**config.mk**
```make
export PLATFORM = sky130hd
export DESIGN_NAME = lsq_order_unit
export DESIGN_NICKNAME = d
export VERILOG_FILES = /design/src/rtl/lsq_pkg.sv /design/src/rtl/lsq_slot_pool.sv /design/src/rtl/lsq_age_matrix.sv /design/src/rtl/lsq_issue_logic.sv /design/src/rtl/lsq_order_unit.sv
export SDC_FILE = /design/constraint.sdc
export NUM_CORES = 1
export LEC_CHECK = 0
export BUFFER_PORTS_ARGS = -buffer_cell sky130_fd_sc_hd__buf_4
export CORE_ASPECT_RATIO = 0.6
export CORE_MARGIN = 3
export CORE_UTILIZATION = 50
export CTS_BUF_LIST = sky130_fd_sc_hd__clkbuf_4
export CTS_CLUSTER_SIZE = 14
export DETAILED_ROUTE_END_ITERATION = 10
export PLACE_DENSITY = 0.68
export SLEW_MARGIN = 20
export SYNTH_ARGS = -nofsm -noshare
export SYNTH_HDL_FRONTEND = slang
export SYNTH_SLANG_ARGS = --single-unit
```
**constraint.sdc**
```tcl
create_clock -name clk -period 2.35 [get_ports clk]
set_input_delay 0.235 -clock clk [delete_from_list [all_inputs] [get_ports clk]]
set_output_delay 0.235 -clock clk [all_outputs]
set_load 0.1 [all_outputs]
```
**src/rtl/lsq_pkg.sv**
```systemverilog
package lsq_pkg;
   typedef enum logic [1:0] {
      OP_LOAD  = 2'd0,
      OP_STORE = 2'd1,
      OP_LBAR  = 2'd2,
      OP_SBAR  = 2'd3
   } mem_op_e;

   function automatic logic op_to_store_q(input logic [1:0] kind);
      return kind[0];
   endfunction

   function automatic logic op_is_barrier(input logic [1:0] kind);
      return kind[1];
   endfunction
endpackage

```
**src/rtl/lsq_slot_pool.sv**
```systemverilog
module lsq_slot_pool #(
   parameter int N     = 4,
   parameter int IDX_W = 2
) (
   input  logic             clk,
   input  logic             rst_n,
   input  logic             alloc_en,
   input  logic             alloc_barrier,
   input  logic             alloc_noalias,
   input  logic [N-1:0]     free_mask,
   output logic [N-1:0]     live,
   output logic [N-1:0]     barrier,
   output logic [N-1:0]     noalias,
   output logic             has_free,
   output logic [IDX_W-1:0] free_idx,
   output logic [N-1:0]     alloc_onehot
);
   logic [N-1:0] pick;

   always_comb begin
      pick     = '0;
      free_idx = '0;
      for (int i = N - 1; i >= 0; i--) begin
         if (!live[i]) begin
            pick     = '0;
            pick[i]  = 1'b1;
            free_idx = IDX_W'(i);
         end
      end
   end

   assign has_free     = ~&live;
   assign alloc_onehot = alloc_en ? pick : '0;

   always_ff @(posedge clk) begin
      if (!rst_n) begin
         live    <= '0;
         barrier <= '0;
         noalias <= '0;
      end else begin
         for (int i = 0; i < N; i++) begin
            if (alloc_onehot[i]) begin
               live[i]    <= 1'b1;
               barrier[i] <= alloc_barrier;
               noalias[i] <= alloc_noalias;
            end else if (free_mask[i]) begin
               live[i] <= 1'b0;
            end
         end
      end
   end

   // at most one slot becomes occupied per cycle
   a_r1_single_alloc: assert property (@(posedge clk) disable iff (!rst_n)
      $onehot0(live & ~$past(live)));
endmodule

```
**src/rtl/lsq_age_matrix.sv**
```systemverilog
module lsq_age_matrix #(
   parameter int T = 8
) (
   input  logic                clk,
   input  logic                rst_n,
   input  logic [T-1:0]        set_mask,
   input  logic [T-1:0]        live,
   output logic [T-1:0][T-1:0] older
);
   for (genvar r = 0; r < T; r++) begin : g_row
      for (genvar c = 0; c < T; c++) begin : g_col
         if (r == c) begin : g_diag
            assign older[r][c] = 1'b0;
         end else begin : g_cell
            always_ff @(posedge clk) begin
               if (!rst_n)           older[r][c] <= 1'b0;
               else if (set_mask[c]) older[r][c] <= live[r];
               else if (set_mask[r]) older[r][c] <= 1'b0;
            end
            if (r < c) begin : g_chk
               // two held operations always have exactly one older
               a_r10_age_antisym: assert property (@(posedge clk) disable iff (!rst_n)
                  (live[r] && live[c]) |-> (older[r][c] != older[c][r]));
            end
         end
      end
   end
endmodule

```
**src/rtl/lsq_issue_logic.sv**
```systemverilog
module lsq_issue_logic #(
   parameter int LQ_N = 4,
   parameter int T    = 8
) (
   input  logic [T-1:0]        live,
   input  logic [T-1:0]        barrier,
   input  logic [T-1:0]        noalias,
   input  logic [T-1:0][T-1:0] older,
   output logic [T-1:0]        ready,
   output logic [T-1:0]        retire
);
   logic [T-1:0] lbar_mask, store_mask;

   for (genvar j = 0; j < T; j++) begin : g_mask
      if (j < LQ_N) begin : g_ld
         assign lbar_mask[j]  = live[j] & barrier[j];
         assign store_mask[j] = 1'b0;
      end else begin : g_st
         assign lbar_mask[j]  = 1'b0;
         assign store_mask[j] = live[j] & ~barrier[j];
      end
   end

   for (genvar g = 0; g < T; g++) begin : g_ent
      logic [T-1:0] col;
      logic any_older, any_lbar, any_store;
      for (genvar j = 0; j < T; j++) begin : g_c
         assign col[j] = older[j][g] & live[j];
      end
      assign any_older = |col;
      assign any_lbar  = |(col & lbar_mask);
      assign any_store = |(col & store_mask);
      assign retire[g] = live[g] & barrier[g] & ~any_older;
      if (g < LQ_N) begin : g_load
         assign ready[g] = live[g] & ~barrier[g] & ~any_lbar & (noalias[g] | ~any_store);
      end else begin : g_store
         assign ready[g] = live[g] & ~barrier[g] & ~any_older;
      end
   end
endmodule

```
**src/rtl/lsq_order_unit.sv**
```systemverilog
module lsq_order_unit
   import lsq_pkg::*;
#(
   parameter int LQ_SIZE   = 4,
   parameter int SQ_SIZE   = 4,
   parameter int MAX_DEPTH = 8,
   localparam int LQ_N  = (LQ_SIZE == 0) ? MAX_DEPTH : LQ_SIZE,
   localparam int SQ_N  = (SQ_SIZE == 0) ? MAX_DEPTH : SQ_SIZE,
   localparam int IDX_W = (MAX_DEPTH > 1) ? $clog2(MAX_DEPTH) : 1
) (
   input  logic             clk,
   input  logic             rst_n,
   input  logic             alloc_valid,
   input  logic [1:0]       alloc_kind,
   input  logic             alloc_noalias,
   output logic             alloc_accept,
   output logic [IDX_W-1:0] alloc_slot,
   output logic             lq_full,
   output logic             sq_full,
   input  logic             done_valid,
   input  logic             done_store,
   input  logic [IDX_W-1:0] done_slot,
   output logic [LQ_N-1:0]  ld_ready,
   output logic [SQ_N-1:0]  st_ready
);
   localparam int T = LQ_N + SQ_N;

   if (MAX_DEPTH < 1 || LQ_SIZE < 0 || SQ_SIZE < 0 ||
       LQ_SIZE > MAX_DEPTH || SQ_SIZE > MAX_DEPTH) begin : g_bad_param
      $error("lsq_order_unit: queue sizes must lie in 0..MAX_DEPTH");
   end

   logic to_sq, is_bar;
   logic lq_free, sq_free;
   logic [IDX_W-1:0] lq_idx, sq_idx;
   logic [LQ_N-1:0] lq_live, lq_bar, lq_na, lq_set, lq_done;
   logic [SQ_N-1:0] sq_live, sq_bar, sq_na, sq_set, sq_done;
   logic [T-1:0] all_live, all_bar, all_na, all_set, all_ready, all_retire;
   logic [T-1:0][T-1:0] older;

   assign to_sq        = op_to_store_q(alloc_kind);
   assign is_bar       = op_is_barrier(alloc_kind);
   assign alloc_accept = alloc_valid & (to_sq ? sq_free : lq_free);
   assign alloc_slot   = to_sq ? sq_idx : lq_idx;
   assign lq_full      = ~lq_free;
   assign sq_full      = ~sq_free;

   for (genvar i = 0; i < LQ_N; i++) begin : g_ld_done
      assign lq_done[i] = done_valid & ~done_store & (done_slot == IDX_W'(i))
                          & lq_live[i] & ~lq_bar[i];
   end
   for (genvar i = 0; i < SQ_N; i++) begin : g_st_done
      assign sq_done[i] = done_valid & done_store & (done_slot == IDX_W'(i))
                          & sq_live[i] & ~sq_bar[i];
   end

   lsq_slot_pool #(.N(LQ_N), .IDX_W(IDX_W)) u_lq (
      .clk(clk), .rst_n(rst_n),
      .alloc_en(alloc_accept & ~to_sq), .alloc_barrier(is_bar),
      .alloc_noalias(alloc_noalias),
      .free_mask(lq_done | all_retire[LQ_N-1:0]),
      .live(lq_live), .barrier(lq_bar), .noalias(lq_na),
      .has_free(lq_free), .free_idx(lq_idx), .alloc_onehot(lq_set)
   );

   lsq_slot_pool #(.N(SQ_N), .IDX_W(IDX_W)) u_sq (
      .clk(clk), .rst_n(rst_n),
      .alloc_en(alloc_accept & to_sq), .alloc_barrier(is_bar),
      .alloc_noalias(1'b0),
      .free_mask(sq_done | all_retire[T-1:LQ_N]),
      .live(sq_live), .barrier(sq_bar), .noalias(sq_na),
      .has_free(sq_free), .free_idx(sq_idx), .alloc_onehot(sq_set)
   );

   assign all_live = {sq_live, lq_live};
   assign all_bar  = {sq_bar, lq_bar};
   assign all_na   = {sq_na, lq_na};
   assign all_set  = {sq_set, lq_set};

   lsq_age_matrix #(.T(T)) u_age (
      .clk(clk), .rst_n(rst_n),
      .set_mask(all_set), .live(all_live), .older(older)
   );

   lsq_issue_logic #(.LQ_N(LQ_N), .T(T)) u_issue (
      .live(all_live), .barrier(all_bar), .noalias(all_na),
      .older(older), .ready(all_ready), .retire(all_retire)
   );

   assign ld_ready = all_ready[LQ_N-1:0];
   assign st_ready = all_ready[T-1:LQ_N];

   // a barrier slot never reports ready
   a_r8_barrier_not_ready: assert property (@(posedge clk) disable iff (!rst_n)
      ((ld_ready & lq_bar) == '0) && ((st_ready & sq_bar) == '0));

   // an offer to a full queue is refused
   a_r3_full_refuses: assert property (@(posedge clk) disable iff (!rst_n)
      (alloc_valid && ((to_sq && sq_full) || (!to_sq && lq_full))) |-> !alloc_accept);

   // nothing is held, hence nothing ready, in the first cycle after reset
   a_r11_empty_after_reset: assert property (@(posedge clk)
      $rose(rst_n) |-> (ld_ready == '0 && st_ready == '0 && !lq_full && !sq_full));
endmodule

```
==> flow_summary.yaml <==
routing:
  wl_um: 11400
  drc: 0
  ant_nets: 0
  drt_iter0_drc: 400
  drt-met1-wl_um: 5190
  routedWlPerCell_um: 21.3
  wl_met3_um: 1510
  wl_met2_um: 4580
  avgViaCountPerCell: 6.59
  firstDrtPassIters: 6
  dr.max_layer_used: "met4"
  via_count: 3538
global_routing:
  grt_first_pass_wirelength_um: 17800
  grt_start_max_net_pins: 58
  grt_pass1_vias: 3193
  grt_overflow_total: 0
  antenna_found_initial: 0
  grtUsageTotal: 0.286
yosys:
  ys_warn_count: 0
  synth_fp_nets: 446
  synth_seq_cells: 76
  async_flop_share: 0
  synth-compound-area-share: 0.273
  yosys_most_used_dff: "dfxtp_1"
  synthMuxAreaShare: 0
  yosysUniqueCellTypes: 50
  synthAdderAreaFrac: 0
  syn-cell-area_um2: 3580
  synth_xor_area_frac: 0
  synthSimpleGateAreaFrac: 0.249
  synth.avg_cell_area_um2: 8.23
  syn_inst: 435
  synth_top_family_by_area: "compound AO/OA/AOI/OAI gates"
  synth_edf_count: 0
  synth_seq_area_share: 0.425
sta:
  finalHoldViolCount: 0
  setup_violations: 0
  fin_skew_ps: 19.1
  rsz0062_at_grt: "no"
  fin_setup_tns_ps: 0
  slew_headroom: 0.576
  finalMaxSlewViolations: 0
  layout_setup_ws_ps: 83.3
  min_period_over_period: 0.965
  max_freq_mhz: 441
  period_minus_slack_ps: 2270
  tightest_slew_ps: 635
finish:
  final_cell_mix: "75 x dfxtp_1, 59 x nand2_1, 35 x buf_4"
  fillCellCount: 634
  mostFrequentLayoutCell: "dfxtp_1"
  drive_gt1_frac: 0.171
  n_antenna_cell: 0
  final_nets: 456
  register_area_um2: 1530
  multi_input_area_um2: 1910
  syn_to_final_growth_pct: 13.6
cts:
  clkTransAtPathRegs_ps: 140
  cts_setup_buffers: 0
  cts_tree: "yes"
  cts.sinks: 76
  cts_htree_levels: 3
  clk_latency_ps: 440
  cts_root_buffer: "clkbuf_4"
  clk_path_buf_depth: 2
  cts_buffers: 9
setup_path:
  crit_type: "reg -> out"
  worstPathMaxFanout: 11
  critPathCaptureType: "primary output"
  worstSetupStartpointType: "register"
  required_ps: 2120
  worstPathArrival_ps: 2030
floorplanning:
  die-area_um2: 8240
  rows: 23
  start_util: 0.527
  die_width_um: 115
  die_h_um: 71.5
  io_pins: 25
  fp.coreArea_um2: 6790
placement:
  dp_slack_ps: 374
  dp_hpwl_um: 7820
  port_buffers: 23
  place.gp.congestion: 0.931
power:
  power.density_nw_per_um2: 694
  p_leak_nw: 1.46
  peakVddDrop_v: 0.000485
run_status:
  status: "completed"
run:
  cap_viol_max_count: 0
worst_hold_path:
  hp-class: "in -> reg"
## worst max-delay path, cell delays in order, from the launching register on
cell	delay (ps)
dfxtp_1	620
nor2b_4	340
a22oi_1	90
a21oi_1	230
nor2_2	70
buf_4	230
## kinds of logic after synthesis
logic type | Yosys count
simple gates | 178
other cells | 1
compound gates | 141
buf+inv | 39
flops | 76
## registers in the layout, summed over array words and instances (netlist names)
signal	cells
u_age.older	56
u_sq.barrier	4
u_lq.live	4
u_lq.noalias	4
u_sq.live	4
u_lq.barrier	4
## cell usage after synthesis (all sizes together), types with 5 or more instances
master | n | area share
a21boi | 20 | 0.042
a21oi | 26 | 0.036
a221oi | 7 | 0.017
a22o | 13 | 0.032
a22oi | 18 | 0.038
buf | 22 | 0.035
clkbuf | 16 | 0.017
dfxtp | 76 | 0.43
nand2 | 59 | 0.062
nand2b | 6 | 0.010
nand3 | 13 | 0.018
nand4 | 22 | 0.038
nand4b | 5 | 0.012
nor2 | 37 | 0.039
nor2b | 10 | 0.017
nor3 | 5 | 0.0084
o21ai | 32 | 0.045
o221a | 5 | 0.016
or2 | 5 | 0.0094
## layer usage
metal | global-route usage | vias to the layer above
met4 | 0.0964 | 0
met5 | 0 | -
met2 | 0.385 | 218
met1 | 0.431 | 1688
li1 | - | 1611
met3 | 0.0852 | 21
## final timing paths
kind | from | end | slack, ps | cells after the start
max | u_sq.live[2] | ld_ready[1] | 80 | 5
max reg2reg | u_lq.live[1] | u_age.older[25] | 450 | 4
min reg2reg | u_lq.noalias[0] | u_lq.noalias[0] | 480 | 2
min | alloc_noalias | u_lq.noalias[0] | 70 | 3
## power by group
group / switching [W] / internal (W)
clock network: 0.000486 / 0.000750
logic: 0.000179 / 0.0000708
registers: 0.0000258 / 0.00131
total: 0.000690 / 0.00213
## area by class of cell
type,count,area share
Sequential cell,76,0.375
Tap cell,87,0.0268
Timing Repair Buffer,37,0.0702
Inverter,1,0.000923
Multi-Input combinational cell,320,0.470
Clock buffer,9,0.0166
Clock inverter,7,0.0400
## repair_timing
action,in CTS,in global routing
cloned,0,0
hold buffers,0,0
setup endpoints to repair,7,8
gates resized for setup,2,7
## through the flow
step / std cells / area [um^2] / total power, W / hold WS, ps / utilization
2_1_floorplan: 435 / 3600 / 0.00153 / 380 / -
3_3_place_gp: 521 / 3810 / 0.00160 / 454 / 0.560
3_5_place_dp: 521 / 3810 / 0.00160 / 461 / 0.560
4_1_cts: 537 / 4040 / 0.00282 / 52.4 / 0.595
5_1_grt: 537 / 4070 / 0.00289 / 51.9 / 0.599
6_report: 537 / 4070 / 0.00282 / 72.4 / 0.599
No activity file was read; power rests on OpenSTA's default activity.
